===== src/rtl/gpt_pkg.sv =====
package gpt_pkg;

  localparam int PRE_W = 8;
  localparam int REG_W = 16;
  localparam int ADDR_W = 3;

  localparam logic [ADDR_W-1:0] A_MODE = 3'd0;
  localparam logic [ADDR_W-1:0] A_REF  = 3'd1;
  localparam logic [ADDR_W-1:0] A_CAP  = 3'd2;
  localparam logic [ADDR_W-1:0] A_CNT  = 3'd3;
  localparam logic [ADDR_W-1:0] A_EVT  = 3'd4;

  typedef enum logic [1:0] {
    SRC_STOP = 2'b00,
    SRC_BUS  = 2'b01,
    SRC_SLOW = 2'b10,
    SRC_PIN  = 2'b11
  } src_e;

  typedef enum logic [1:0] {
    CAP_OFF  = 2'b00,
    CAP_RISE = 2'b01,
    CAP_FALL = 2'b10,
    CAP_BOTH = 2'b11
  } cap_e;

  typedef struct packed {
    logic [PRE_W-1:0] pre;
    cap_e             cap;
    logic             ref_ie;
    logic             toggle;
    logic             restart;
    src_e             src;
    logic             enable;
  } mode_t;

  // next value of a counter that returns to zero after reaching lim
  function automatic logic [PRE_W-1:0] f_pre_next(input logic [PRE_W-1:0] cur,
                                                   input logic [PRE_W-1:0] lim);
    return (cur == lim) ? '0 : cur + PRE_W'(1);
  endfunction

  // capture edge qualifier
  function automatic logic f_cap_hit(input cap_e sel, input logic rise, input logic fall);
    case (sel)
      CAP_RISE: return rise;
      CAP_FALL: return fall;
      CAP_BOTH: return rise | fall;
      default:  return 1'b0;
    endcase
  endfunction

endpackage


===== src/rtl/gpt_pin_sync.sv =====
module gpt_pin_sync #(
  parameter int STAGES = 2
) (
  input  logic clk,
  input  logic rst_n,
  input  logic pin,
  output logic rise,
  output logic fall
);
  localparam int LAST = STAGES - 1;

  logic [STAGES-1:0] sync_q;
  logic              prev_q;

  generate
    if (STAGES == 1) begin : g_one
      always_ff @(posedge clk or negedge rst_n)
        if (!rst_n) sync_q <= '0;
        else        sync_q <= pin;
    end else begin : g_chain
      always_ff @(posedge clk or negedge rst_n)
        if (!rst_n) sync_q <= '0;
        else        sync_q <= {sync_q[STAGES-2:0], pin};
    end
  endgenerate

  always_ff @(posedge clk or negedge rst_n)
    if (!rst_n) prev_q <= 1'b0;
    else        prev_q <= sync_q[LAST];

  assign rise = sync_q[LAST] & ~prev_q;
  assign fall = ~sync_q[LAST] & prev_q;

  AST_EDGE_EXCL: assert property (@(posedge clk) disable iff (!rst_n) !(rise && fall));
endmodule


===== src/rtl/gpt_clk_gen.sv =====
module gpt_clk_gen
  import gpt_pkg::*;
#(
  parameter int DIV_SLOW = 16
) (
  input  logic             clk,
  input  logic             rst_n,
  input  logic             clr,
  input  src_e             src,
  input  logic             pin_fall,
  input  logic [PRE_W-1:0] prescale,
  output logic             tick
);
  localparam int DIV_W = (DIV_SLOW > 1) ? $clog2(DIV_SLOW) : 1;
  localparam logic [DIV_W-1:0] DIV_LAST = DIV_W'(DIV_SLOW - 1);

  logic [DIV_W-1:0] div_q;
  logic [PRE_W-1:0] pre_q;
  logic             src_pulse;

  always_comb begin
    case (src)
      SRC_BUS:  src_pulse = 1'b1;
      SRC_SLOW: src_pulse = (div_q == DIV_LAST);
      SRC_PIN:  src_pulse = pin_fall;
      default:  src_pulse = 1'b0;
    endcase
  end

  always_ff @(posedge clk or negedge rst_n) begin
    if (!rst_n)   div_q <= '0;
    else if (clr) div_q <= '0;
    else          div_q <= (div_q == DIV_LAST) ? '0 : div_q + DIV_W'(1);
  end

  always_ff @(posedge clk or negedge rst_n) begin
    if (!rst_n)         pre_q <= '0;
    else if (clr)       pre_q <= '0;
    else if (src_pulse) pre_q <= f_pre_next(pre_q, prescale);
  end

  assign tick = src_pulse && (pre_q == prescale);

  AST_PRE_HOLD: assert property (@(posedge clk) disable iff (!rst_n)
    (!clr && !src_pulse) |=> $stable(pre_q));
  AST_STOP_NO_TICK: assert property (@(posedge clk) disable iff (!rst_n)
    (src == SRC_STOP) |-> !tick);
endmodule


===== src/rtl/gpt_core.sv =====
module gpt_core #(
  parameter int CNT_W = 16
) (
  input  logic             clk,
  input  logic             rst_n,
  input  logic             clr,
  input  logic             tick,
  input  logic [CNT_W-1:0] ref_val,
  input  logic             restart,
  input  logic             toggle,
  output logic [CNT_W-1:0] cnt,
  output logic             ref_hit,
  output logic             out_pin
);
  logic [CNT_W-1:0] cnt_next;

  assign cnt_next = (restart && cnt == ref_val) ? '0 : cnt + CNT_W'(1);
  assign ref_hit  = tick && (cnt_next == ref_val);

  always_ff @(posedge clk or negedge rst_n) begin
    if (!rst_n)    cnt <= '0;
    else if (clr)  cnt <= '0;
    else if (tick) cnt <= cnt_next;
  end

  always_ff @(posedge clk or negedge rst_n) begin
    if (!rst_n)      out_pin <= 1'b1;
    else if (clr)    out_pin <= 1'b1;
    else if (toggle) out_pin <= out_pin ^ ref_hit;
    else             out_pin <= ~ref_hit;
  end

  AST_PULSE_AT_REF: assert property (@(posedge clk) disable iff (!rst_n)
    (!toggle && !out_pin && $stable(toggle) && $stable(ref_val)) |-> (cnt == ref_val));
  AST_HOLD_CLR: assert property (@(posedge clk) disable iff (!rst_n)
    clr |=> (cnt == '0 && out_pin));
  AST_CNT_IDLE: assert property (@(posedge clk) disable iff (!rst_n)
    (!clr && !tick) |=> $stable(cnt));
endmodule


===== src/rtl/gp_timer.sv =====
module gp_timer
  import gpt_pkg::*;
#(
  parameter int CNT_W       = 16,
  parameter int SYNC_STAGES = 2,
  parameter int DIV_SLOW    = 16
) (
  input  logic              clk,
  input  logic              rst_n,
  input  logic              reg_we,
  input  logic [ADDR_W-1:0] reg_addr,
  input  logic [REG_W-1:0]  reg_wdata,
  output logic [REG_W-1:0]  reg_rdata,
  input  logic              tmr_in,
  output logic              tmr_out,
  output logic              irq
);
  mode_t            mode_q;
  logic [CNT_W-1:0] ref_q;
  logic [CNT_W-1:0] cap_q;
  logic [CNT_W-1:0] cnt;
  logic             cap_flag, ref_flag;
  logic             clr, tick, ref_hit, cap_evt;
  logic             pin_rise, pin_fall;
  logic             wr_mode, wr_ref, wr_evt;

  assign clr     = ~mode_q.enable;
  assign wr_mode = reg_we && reg_addr == A_MODE;
  assign wr_ref  = reg_we && reg_addr == A_REF;
  assign wr_evt  = reg_we && reg_addr == A_EVT;

  gpt_pin_sync #(.STAGES(SYNC_STAGES)) u_sync (
    .clk(clk), .rst_n(rst_n), .pin(tmr_in), .rise(pin_rise), .fall(pin_fall)
  );

  gpt_clk_gen #(.DIV_SLOW(DIV_SLOW)) u_clkgen (
    .clk(clk), .rst_n(rst_n), .clr(clr), .src(mode_q.src), .pin_fall(pin_fall),
    .prescale(mode_q.pre), .tick(tick)
  );

  gpt_core #(.CNT_W(CNT_W)) u_core (
    .clk(clk), .rst_n(rst_n), .clr(clr), .tick(tick), .ref_val(ref_q),
    .restart(mode_q.restart), .toggle(mode_q.toggle), .cnt(cnt),
    .ref_hit(ref_hit), .out_pin(tmr_out)
  );

  assign cap_evt = mode_q.enable && f_cap_hit(mode_q.cap, pin_rise, pin_fall);

  always_ff @(posedge clk or negedge rst_n) begin
    if (!rst_n) begin
      mode_q <= '0;
      ref_q  <= '0;
    end else begin
      if (wr_mode) mode_q <= mode_t'(reg_wdata);
      if (wr_ref)  ref_q  <= CNT_W'(reg_wdata);
    end
  end

  always_ff @(posedge clk or negedge rst_n) begin
    if (!rst_n)       cap_q <= '0;
    else if (clr)     cap_q <= '0;
    else if (cap_evt) cap_q <= cnt;
  end

  always_ff @(posedge clk or negedge rst_n) begin
    if (!rst_n) begin
      cap_flag <= 1'b0;
      ref_flag <= 1'b0;
    end else if (clr) begin
      cap_flag <= 1'b0;
      ref_flag <= 1'b0;
    end else begin
      if (cap_evt)                   cap_flag <= 1'b1;
      else if (wr_evt && reg_wdata[0]) cap_flag <= 1'b0;
      if (ref_hit)                   ref_flag <= 1'b1;
      else if (wr_evt && reg_wdata[1]) ref_flag <= 1'b0;
    end
  end

  assign irq = (ref_flag & mode_q.ref_ie) | (cap_flag & (mode_q.cap != CAP_OFF));

  always_comb begin
    case (reg_addr)
      A_MODE:  reg_rdata = REG_W'(mode_q);
      A_REF:   reg_rdata = REG_W'(ref_q);
      A_CAP:   reg_rdata = REG_W'(cap_q);
      A_CNT:   reg_rdata = REG_W'(cnt);
      A_EVT:   reg_rdata = {{(REG_W-2){1'b0}}, ref_flag, cap_flag};
      default: reg_rdata = '0;
    endcase
  end

  AST_CAP_OFF_QUIET: assert property (@(posedge clk) disable iff (!rst_n)
    (mode_q.cap == CAP_OFF && !cap_flag) |=> !cap_flag);
  AST_W1C_REF: assert property (@(posedge clk) disable iff (!rst_n)
    (wr_evt && reg_wdata[1] && !ref_hit) |=> !ref_flag);
  AST_IRQ_NEEDS_FLAG: assert property (@(posedge clk) disable iff (!rst_n)
    (!ref_flag && !cap_flag) |-> !irq);
  AST_CAP_STEADY: assert property (@(posedge clk) disable iff (!rst_n)
    (!clr && !cap_evt) |=> $stable(cap_q));
endmodule


===== config.mk =====
export PLATFORM = sky130hd
export DESIGN_NAME = gp_timer
export DESIGN_NICKNAME = d
export VERILOG_FILES = /design/src/rtl/gpt_pkg.sv /design/src/rtl/gpt_pin_sync.sv /design/src/rtl/gpt_clk_gen.sv /design/src/rtl/gpt_core.sv /design/src/rtl/gp_timer.sv
export SDC_FILE = /design/constraint.sdc
export NUM_CORES = 1
export LEC_CHECK = 0
export BUFFER_PORTS_ARGS = -buffer_cell sky130_fd_sc_hd__buf_4
export CAP_MARGIN = 0
export CORE_ASPECT_RATIO = 1.5
export CORE_MARGIN = 2
export CORE_UTILIZATION = 55
export CTS_BUF_LIST = sky130_fd_sc_hd__clkbuf_4 sky130_fd_sc_hd__clkbuf_8 sky130_fd_sc_hd__clkbuf_16
export CTS_CLUSTER_DIAMETER = 30
export CTS_CLUSTER_SIZE = 10
export DETAILED_ROUTE_END_ITERATION = 12
export PLACE_DENSITY_LB_ADDON = 0.15
export SLEW_MARGIN = 0
export SYNTH_ARGS = -nofsm -noshare
export SYNTH_HDL_FRONTEND = slang
export SYNTH_SLANG_ARGS = --single-unit

===== constraint.sdc =====
create_clock -name clk -period 2.65 [get_ports clk]
set_clock_uncertainty 0.2 [all_clocks]
set_input_delay 0 -clock clk [delete_from_list [all_inputs] [get_ports clk]]
set_output_delay 0 -clock clk [all_outputs]
set_load 0.03 [all_outputs]

==> results.md, run 1 <==
- The final reports fail on negative hold slack, negative setup slack.
- The vertical extent of the die is 122 um.
- The largest single stage delay on the critical path is 450 ps.
- The post-synthesis sequential area ratio is 0.403.
- The slowest cell on the critical path is or4_4.
- The via count is 4370.
- The sort of element at the start of the critical path is a flop.
- The worst setup slack for register-to-register paths is -2 ps.
- Clock-pin slew was measured on the worst setup and hold paths at 60 ps.
- The detailed-routing iteration count for the pre-antenna-repair pass is 7.
- The netlist area before placement is 0.00509 sq mm.
- The number of fill cells is 669.
- Summing all placed instances gives a cell area of 0.00599 sq mm.
- Pin placement for this block handled 41 I/O pins.
- In this run the core area contains 43 standard-cell rows.
- The count of flip-flops with a built-in enable after synthesis is 0.
- The maximum ir drop on the vdd rail is 431 uV.
- The number of antenna violations at the first check in global routing is 0.
- The number of endpoints with negative hold slack in the final report is 4.
- The required time at the endpoint of the critical path is 2700 ps.
- The global-route total usage across every layer is 0.318.
- Of the cells placed in the final design, the portion with a size suffix greater than 1 is 0.367.
- The worst endpoint data arrival time is 2700 ps.
- Of the available clock period, the critical path in the final layout requires 1.00.
- Final hold analysis gives a worst-case slack of -3.82 ps.
- The run finished, with violations left.
- Detailed placement finished with a half-perimeter wire length of 11200 um.
- Counting I/O delays and the setup requirement, the final critical path takes 2650 ps.
- The number of violations of the max-capacitance limit is 0.
- The net switching power figure is 1.20 mW.
- Compared with the post-synthesis result, the final layout area differs by 32.0%.
- The total length of routed wires is 15300 um.
- The wire length of the first global-routing pass is 23200 um.
- Counting every instance in the synthesized netlist gives 494.
- The residual overflow from global routing is 0.
- The die covers 0.0101 sq mm.
- The core region is 0.00915 sq mm.
- The clock net in this run drives a total of 82 sinks.
- The cell leakage power is 3.01 nW.
- The largest total area in the synthesized netlist belongs to dfrtp_1.
- Walking the worst path, the cells encountered are buf_4 -> xnor2_2 -> nand4_1 -> or4_4 -> or2_4 -> a211o_1 -> a22oi_2 -> and4_1 -> o21ai_1.
- The floorplan step set the die width to 82.6 um.
- The count of warnings emitted by yosys is 0.
- The net total in the final layout is 642.
- The path type of the worst setup path is flop to flop.
- CTS placed an instance of clkbuf_16 at the clock tree root.
- The CTS tree is built.
- Dividing the detail-routed wire length by the instance count gives 20.9 um.
- The number of global-route vias before repair is 4356.
- The cell family contributing the most delay on the critical path is simple AND/OR/NAND/NOR gates.
- Of the post-synthesis cell area, the dominant cell type holds 0.398.
- Summing all flip-flop and latch instances after layout gives 0.00206 sq mm.
- The switching part of the total is 0.299.
- For the pin with the worst max-slew slack, the measured transition is 598 ps.
- The post-layout total power is 4.01 mW.
- The clock insertion delay at the later pin of the skew report is 340 ps.
- The kind of path behind the tightest hold check is primary input to asynchronous set/reset pin.
- The routability congestion estimate from global placement is 0.922.
- The repair_antennas step left the layout with diodes totalling 0.
- Clock tree synthesis inserted a total of 9 buffers.
- The cell count after placement is 689.
- The part of the power in the clock network is 0.346.
- The top achievable clock speed is 377 MHz.
- Yosys attributes the largest share of cell area to dfrtp_1, mux2_2, mux4_2, mux2i_1, xnor2_1.
- Summing all non-filler instances in the final layout gives an area of 0.00673 sq mm.
- The critical path endpoint category is a flop.
- Setup repair after global routing could not meet its margin everywhere.
- The initial core utilization is 0.557.
- The CTS H-tree depth is 3.
- In this run the worst path has a maximum fanout of 5.
- The multi-input gate area in the final layout is 0.00301 sq mm.
- Synthesis inferred 82 register bits.
- Setup violations remaining at the end of the flow were counted as 1.
- The share of total power dissipated in sequential elements is 0.386.
- The DRC violations left is 0.
- The post-route non-filler standard cell count is 731.
- Entering global routing, the biggest net connects 44 pins.
- In the routed layout, each cell is associated on average with a via count of 5.98.
- The worst pin sits at a relative slew slack of 0.600.
- The largest buffer count on any clock path is 2.
- The count of nets left with antenna violations once routing finished came out at 0.
- The final number of max-transition violations is 0.
- Cell internal power was estimated by the tool at 2.81 mW.
- The final core area utilization is 0.735.
- The number of nets produced by synthesis is 522.
- Across all setup checks in the final design, the least slack found is -1.61 ps.
- The ratio of total power to cell area is 596 mW/mm^2.
- The most used flip-flop cell after synthesis is dfrtp_1.
- The number of buffers and inverters on the critical path is 1.
- Of the total power, combinational logic draws 0.268.
- The number of buffers added on ports is 40.
- The fraction of registers with async set or reset after synthesis is 1.00.
- The number of different library cells in the post-synthesis netlist is 71.
- The number of DRC violations after detailed-routing iteration 0 is 246.
- The average instance in the mapped netlist occupies 10.3 sq um.
[cell usage after synthesis (all sizes together), types with 3 or more instances]
cell type	number
a31oi	3
nand4	14
nor4b	4
o21ai	35
and2	3
mux2	30
nand3b	4
inv	12
xnor2	26
mux2i	22
o31ai	7
or2	3
xor2	18
nor3	3
nand2	40
a22oi	3
nand4b	3
dfrtp	81
nor2b	16
ha	5
nand3	10
a21oi	12
nor4	7
a21o	3
buf	15
mux4	14
nand2b	5
clkbuf	17
nor2	37
or4	3
and3	9
[metal layers]
metal  wire length [um]  vias to the layer above  global-route usage
met5                  0                        -                   0
met4                524                        0               0.133
met3                506                       45              0.0578
met2               7990                      111               0.535
met1               6290                     2183               0.397
li1                   -                     2031                   -
[logic make-up after synthesis]
logic type,Yosys count,share of synthesized area
adder cells (fa/ha/maj),6,0.0142
XOR/XNOR,44,0.0815
flip-flops,82,0.403
AND/OR/NAND/NOR,170,0.184
AO/OA/AOI/OAI,82,0.102
buffers and inverters,44,0.0432
multiplexers,66,0.172
[registers in the layout (all words and copies together), names as in the netlist]
| register | flops |
|---|---|
| cap_q | 16 |
| mode_q | 16 |
| ref_q | 16 |
| u_core.cnt | 16 |
| u_clkgen.pre_q | 8 |
| u_clkgen.div_q | 4 |
| u_sync.sync_q | 2 |
| cap_flag | 1 |
| ref_flag | 1 |
| u_core.out_pin | 1 |
| u_sync.prev_q | 1 |
[cells in the final DEF, fill, tap and decap left out, drive strengths merged, types with 16 or more instances in the layout]
cell type and n:
buf 121, dfrtp 81, nand2 40, nor2 37, o21ai 35, mux2 30, xnor2 26, mux2i 22
dlygate4sd3 20, xor2 18, nor2b 16
[repair_timing]
item / CTS / global route
buffers inserted: 3 / 5
pin swaps: 12 / 7
gates resized for setup: 19 / 15
hold endpoints to repair: 116 / 0
setup endpoints to repair: 4 / 5
hold buffers: 20 / 0
[worst reg2reg max path, stage by stage, from the launching register on]
cell and delay, ps:
dfrtp_2 430, buf_4 150, xnor2_2 180, nand4_1 120, or4_4 450, or2_4 270
a211o_1 270, a22oi_2 190, and4_1 210, o21ai_1 70
[through the flow]
step / setup TNS, ps / setup slack [ps]
2_1_floorplan: 0 / 4.45
3_3_place_gp: -105 / -63.7
3_5_place_dp: -158 / -108
4_1_cts: 0 / 4.38
5_1_grt: -233 / -137
6_report: -1.61 / -1.61
[final timing paths]
kind / cells after the start / end / startpoint
worst max register to register: 9 / u_core.out_pin / u_core.cnt[0]
worst min-delay path: 2 / u_clkgen.pre_q[3] / rst_n
max in group asynchronous: 3 / u_core.out_pin / rst_n
worst max-delay path: 9 / u_core.out_pin / u_core.cnt[0]
worst min register to register: 0 / u_sync.sync_q[1] / u_sync.sync_q[0]
min in group clk: 4 / mode_q[0] / reg_addr[2]
[power by group through the flow]
stage               registers, mW  clock network (mW)  logic (mW)
finish                       1.55                1.39        1.08
global route                 1.56                1.45        1.15
CTS                          1.54                1.40        1.06
detailed placement           1.56                   0        1.00
global placement             1.55                   0       0.979
floorplan                    1.51                   0       0.592
[final cells by class]
| type | instances | share of cell area |
|---|---|---|
| sequential | 82 | 0.307 |
| clock buffer | 14 | 0.0400 |
| timing repair buffer | 141 | 0.169 |
| tap | 112 | 0.0208 |
| inverter | 12 | 0.00670 |
| multi-input combinational | 368 | 0.448 |
| clock inverter | 2 | 0.00893 |
Note: power is estimated with default switching activity, not from simulation.
==> inputs of run 2 (changes only) <==
--- a/config.mk
+++ b/config.mk
@@ -14,6 +14,7 @@
 export CTS_CLUSTER_DIAMETER = 30
 export CTS_CLUSTER_SIZE = 10
 export DETAILED_ROUTE_END_ITERATION = 12
+export HOLD_SLACK_MARGIN = 0.1
 export PLACE_DENSITY_LB_ADDON = 0.15
 export SLEW_MARGIN = 0
 export SYNTH_ARGS = -nofsm -noshare
==> constraint.sdc (replaced) <==
create_clock -name clk -period 2.2 [get_ports clk]
set_clock_uncertainty 0.2 [all_clocks]
set_input_delay 0 -clock clk [delete_from_list [all_inputs] [get_ports clk]]
set_output_delay 0 -clock clk [all_outputs]
set_load 0.03 [all_outputs]
==> run 2 against run 1 <==
Net effect: the run ends with negative setup slack left; sequential share of layout area fell by 2.3 points; combinational power rose by 43%; worst hold slack improved by 100 ps; design area rose by 8.1%; flip-flop and latch count did not move; critical path type unchanged; critical endpoint unchanged; highest routed layer unchanged.
==> results.md, run 2 (synthesis results as in run 1) <==
- The number of violations of the max-capacitance limit came to 0 (unchanged).
- The initial core utilization is 0.557 (unchanged).
- The summed area of non-filler cells in the final layout was 0.00727 sq mm (+8.1%).
- The number of buffers added on ports was 40 (unchanged).
- The sort of element at the start of the critical path is a flop.
- The number of DRC violations after detailed-routing iteration 0 is 391 (+59%).
- The HPWL after detailed placement is 11700 um (+4.9%).
- The vertical extent of the die came to 122 um (unchanged).
- The die width is 82.6 um (unchanged).
- The CTS H-tree depth is 3 (unchanged).
- The required time at the endpoint of the critical path was 2280 ps (-420 ps).
- The kind of path behind the tightest hold check is primary input to asynchronous set/reset pin.
- The library cell used most frequently in the layout, excluding fill and tap cells, is buf_4.
- The critical path is of the flop to flop type.
- TritonCTS built the clock tree.
- The number of antenna violations at the first check in global routing is 0 (unchanged).
- Setup repair after global routing could not meet its margin everywhere.
- The number of rows created at floorplan is 43 (unchanged).
- The flow ran to the end, but the final reports show violations.
- The CTS sink count is 82 (unchanged).
- The final number of max-transition violations was 0 (unchanged).
- The count of final setup violators is 16 (+15).
- The minimum clock period is 2690 ps (+34.4 ps).
- Relative to the synthesized area, the layout overhead comes to 42.7%.
- The clock insertion delay at the later pin of the skew report is 350 ps (about the same).
- The checks that failed: negative setup slack.
- The final worst-path cycle share is 1.22 (+0.220).
- The number of routed nets with antenna violations is 0 (unchanged).
- The diode insertion count for antenna repair is 0 (unchanged).
- The routability congestion estimate from global placement is 0.988 (+7.1%).
- The slew at the pin with the worst max-slew slack came to 843 ps (+244 ps).
- The post-layout total power is 4.96 mW (+24%).
- The number of endpoints with negative hold slack in the final report came to 0 (-4).
- The residual overflow from global routing is 0 (unchanged).
- The number of global-route vias before repair was 4695 (+7.8%).
- The worst setup path is captured at a flop.
- The DRC violations left came to 0 (unchanged).
- CTS placed an instance of clkbuf_16 at the clock tree root.
- The post-route worst setup slack came to -486 ps (-484 ps).
- The library cells used most frequently in the layout, excluding fill and tap cells, are buf_4, dfrtp_1, nand2_1, nor2_1, mux2_2.
- The worst endpoint data arrival time is 2770 ps (+70 ps).
- The wire length of the first global-routing pass is 24900 um (+7.5%).
- The full die area is 0.0101 sq mm (unchanged).
- The global-route total usage across every layer came to 0.342 (+0.0232).
- The top achievable clock speed was 372 MHz (-1.3%).
- The via count was 4634 (+6.0%).
- The largest net degree at the start of global routing was 66 (+50%).
- The number of fill cells is 599 (-10%).
- The number of placed I/O pins is 41 (unchanged).
- The number of CTS-inserted buffers came to 9 (unchanged).
- The detailed-routing iteration count for the pre-antenna-repair pass is 4 (-3).
- The ratio of total power to cell area is 682 mW/mm^2 (+14%).
- The fraction of layout instances using a drive strength above 1 came to 0.445 (+0.0785).
- The largest buffer count on any clock path came to 2 (unchanged).
- The net total in the final layout is 699 (+8.9%).
- The maximum ir drop on the vdd rail is 552 uV (+28%).
- The routed length per placed instance is 20.6 um (-1.8%).
- The tightest slew margin relative to the limit is 0.438 (-0.161).
- The core footprint came to 0.00915 sq mm (unchanged).
- The total length of routed wires is 16200 um (+5.9%).
- The logic depth of the worst register-to-register path is 8 (-1).
- The per-cell via count in the routed design came to 5.88 (-1.6%).
- The cell leakage power is 3.27 nW (+8.8%).
- The cell area after placement was 0.00641 sq mm (+7.1%).
- The clock transition at the registers of the reported paths came to 70 ps (about the same).
- The maximum fanout along the worst path is 4 (-1).
[run 2: metrics by stage]
stage,setup TNS (ps),setup slack [ps],hold slack (ps),util,cells
floorplan,-2960,-333,-496,-,494
global placement,-5810,-702,-90.2,0.701,742
detailed placement,-6460,-712,-83.0,0.701,742
CTS,-4290,-474,103,0.773,783
global route,-6600,-585,111,0.795,788
finish,-5180,-486,97.0,0.795,788
[run 2: final timing paths]
path,from,endpoint,slack [ps]
max in group asynchronous,rst_n,ref_q[6],960
worst max register to register,u_core.cnt[8],u_core.out_pin,-490
worst min-delay path,rst_n,u_clkgen.pre_q[2],100
min in group clk,tmr_in,u_sync.sync_q[0],120
worst min register to register,u_sync.sync_q[0],u_sync.sync_q[1],170
worst max-delay path,u_core.cnt[8],u_core.out_pin,-490
[run 2: critical path, cell delays in order, from the launching register on]
cell     delay [ps]
dfrtp_2         470
xnor2_4         190
nand4_1         110
or4_4           540
or2_4           270
a211o_1         270
a22oi_2         250
and4_4          260
o21ai_2          60
[run 2: power by group]
part | switching (mW) | total [mW] | internal, mW
Clock | 0.681 | 1.58 | 0.899
Combinational | 0.751 | 1.54 | 0.791
Sequential | 0.172 | 1.84 | 1.66
Total | 1.60 | 4.96 | 3.35
[run 2: cell type report]
class	count	area, sq um	share of cell area
repair buffers	198	1600	0.220
clock buffers	9	225	0.0310
flip-flops and latches	82	2060	0.284
multi-input cells	368	3100	0.427
well taps	112	140	0.0193
inverters	12	45.0	0.00620
clock inverters	7	88.8	0.0122
[run 2: metal layers]
| metal | vias to the layer above | share of wire | GRT usage | wire length (um) |
|---|---|---|---|---|
| li1 | 2154 | - | - | - |
| met1 | 2295 | 0.40 | 0.425 | 6490 |
| met2 | 141 | 0.52 | 0.577 | 8410 |
| met3 | 44 | 0.037 | 0.0444 | 598 |
| met4 | 0 | 0.044 | 0.164 | 707 |
| met5 | - | 0 | 0 | 0 |
[run 2: timing repair]
action                                 CTS  global route
gates cloned                             1             1
resized for setup                       33            43
hold buffers                            20             0
setup endpoints to repair               18            18
buffers inserted                         4             4
pin swaps                               10            16
endpoints found under the hold margin   98             0
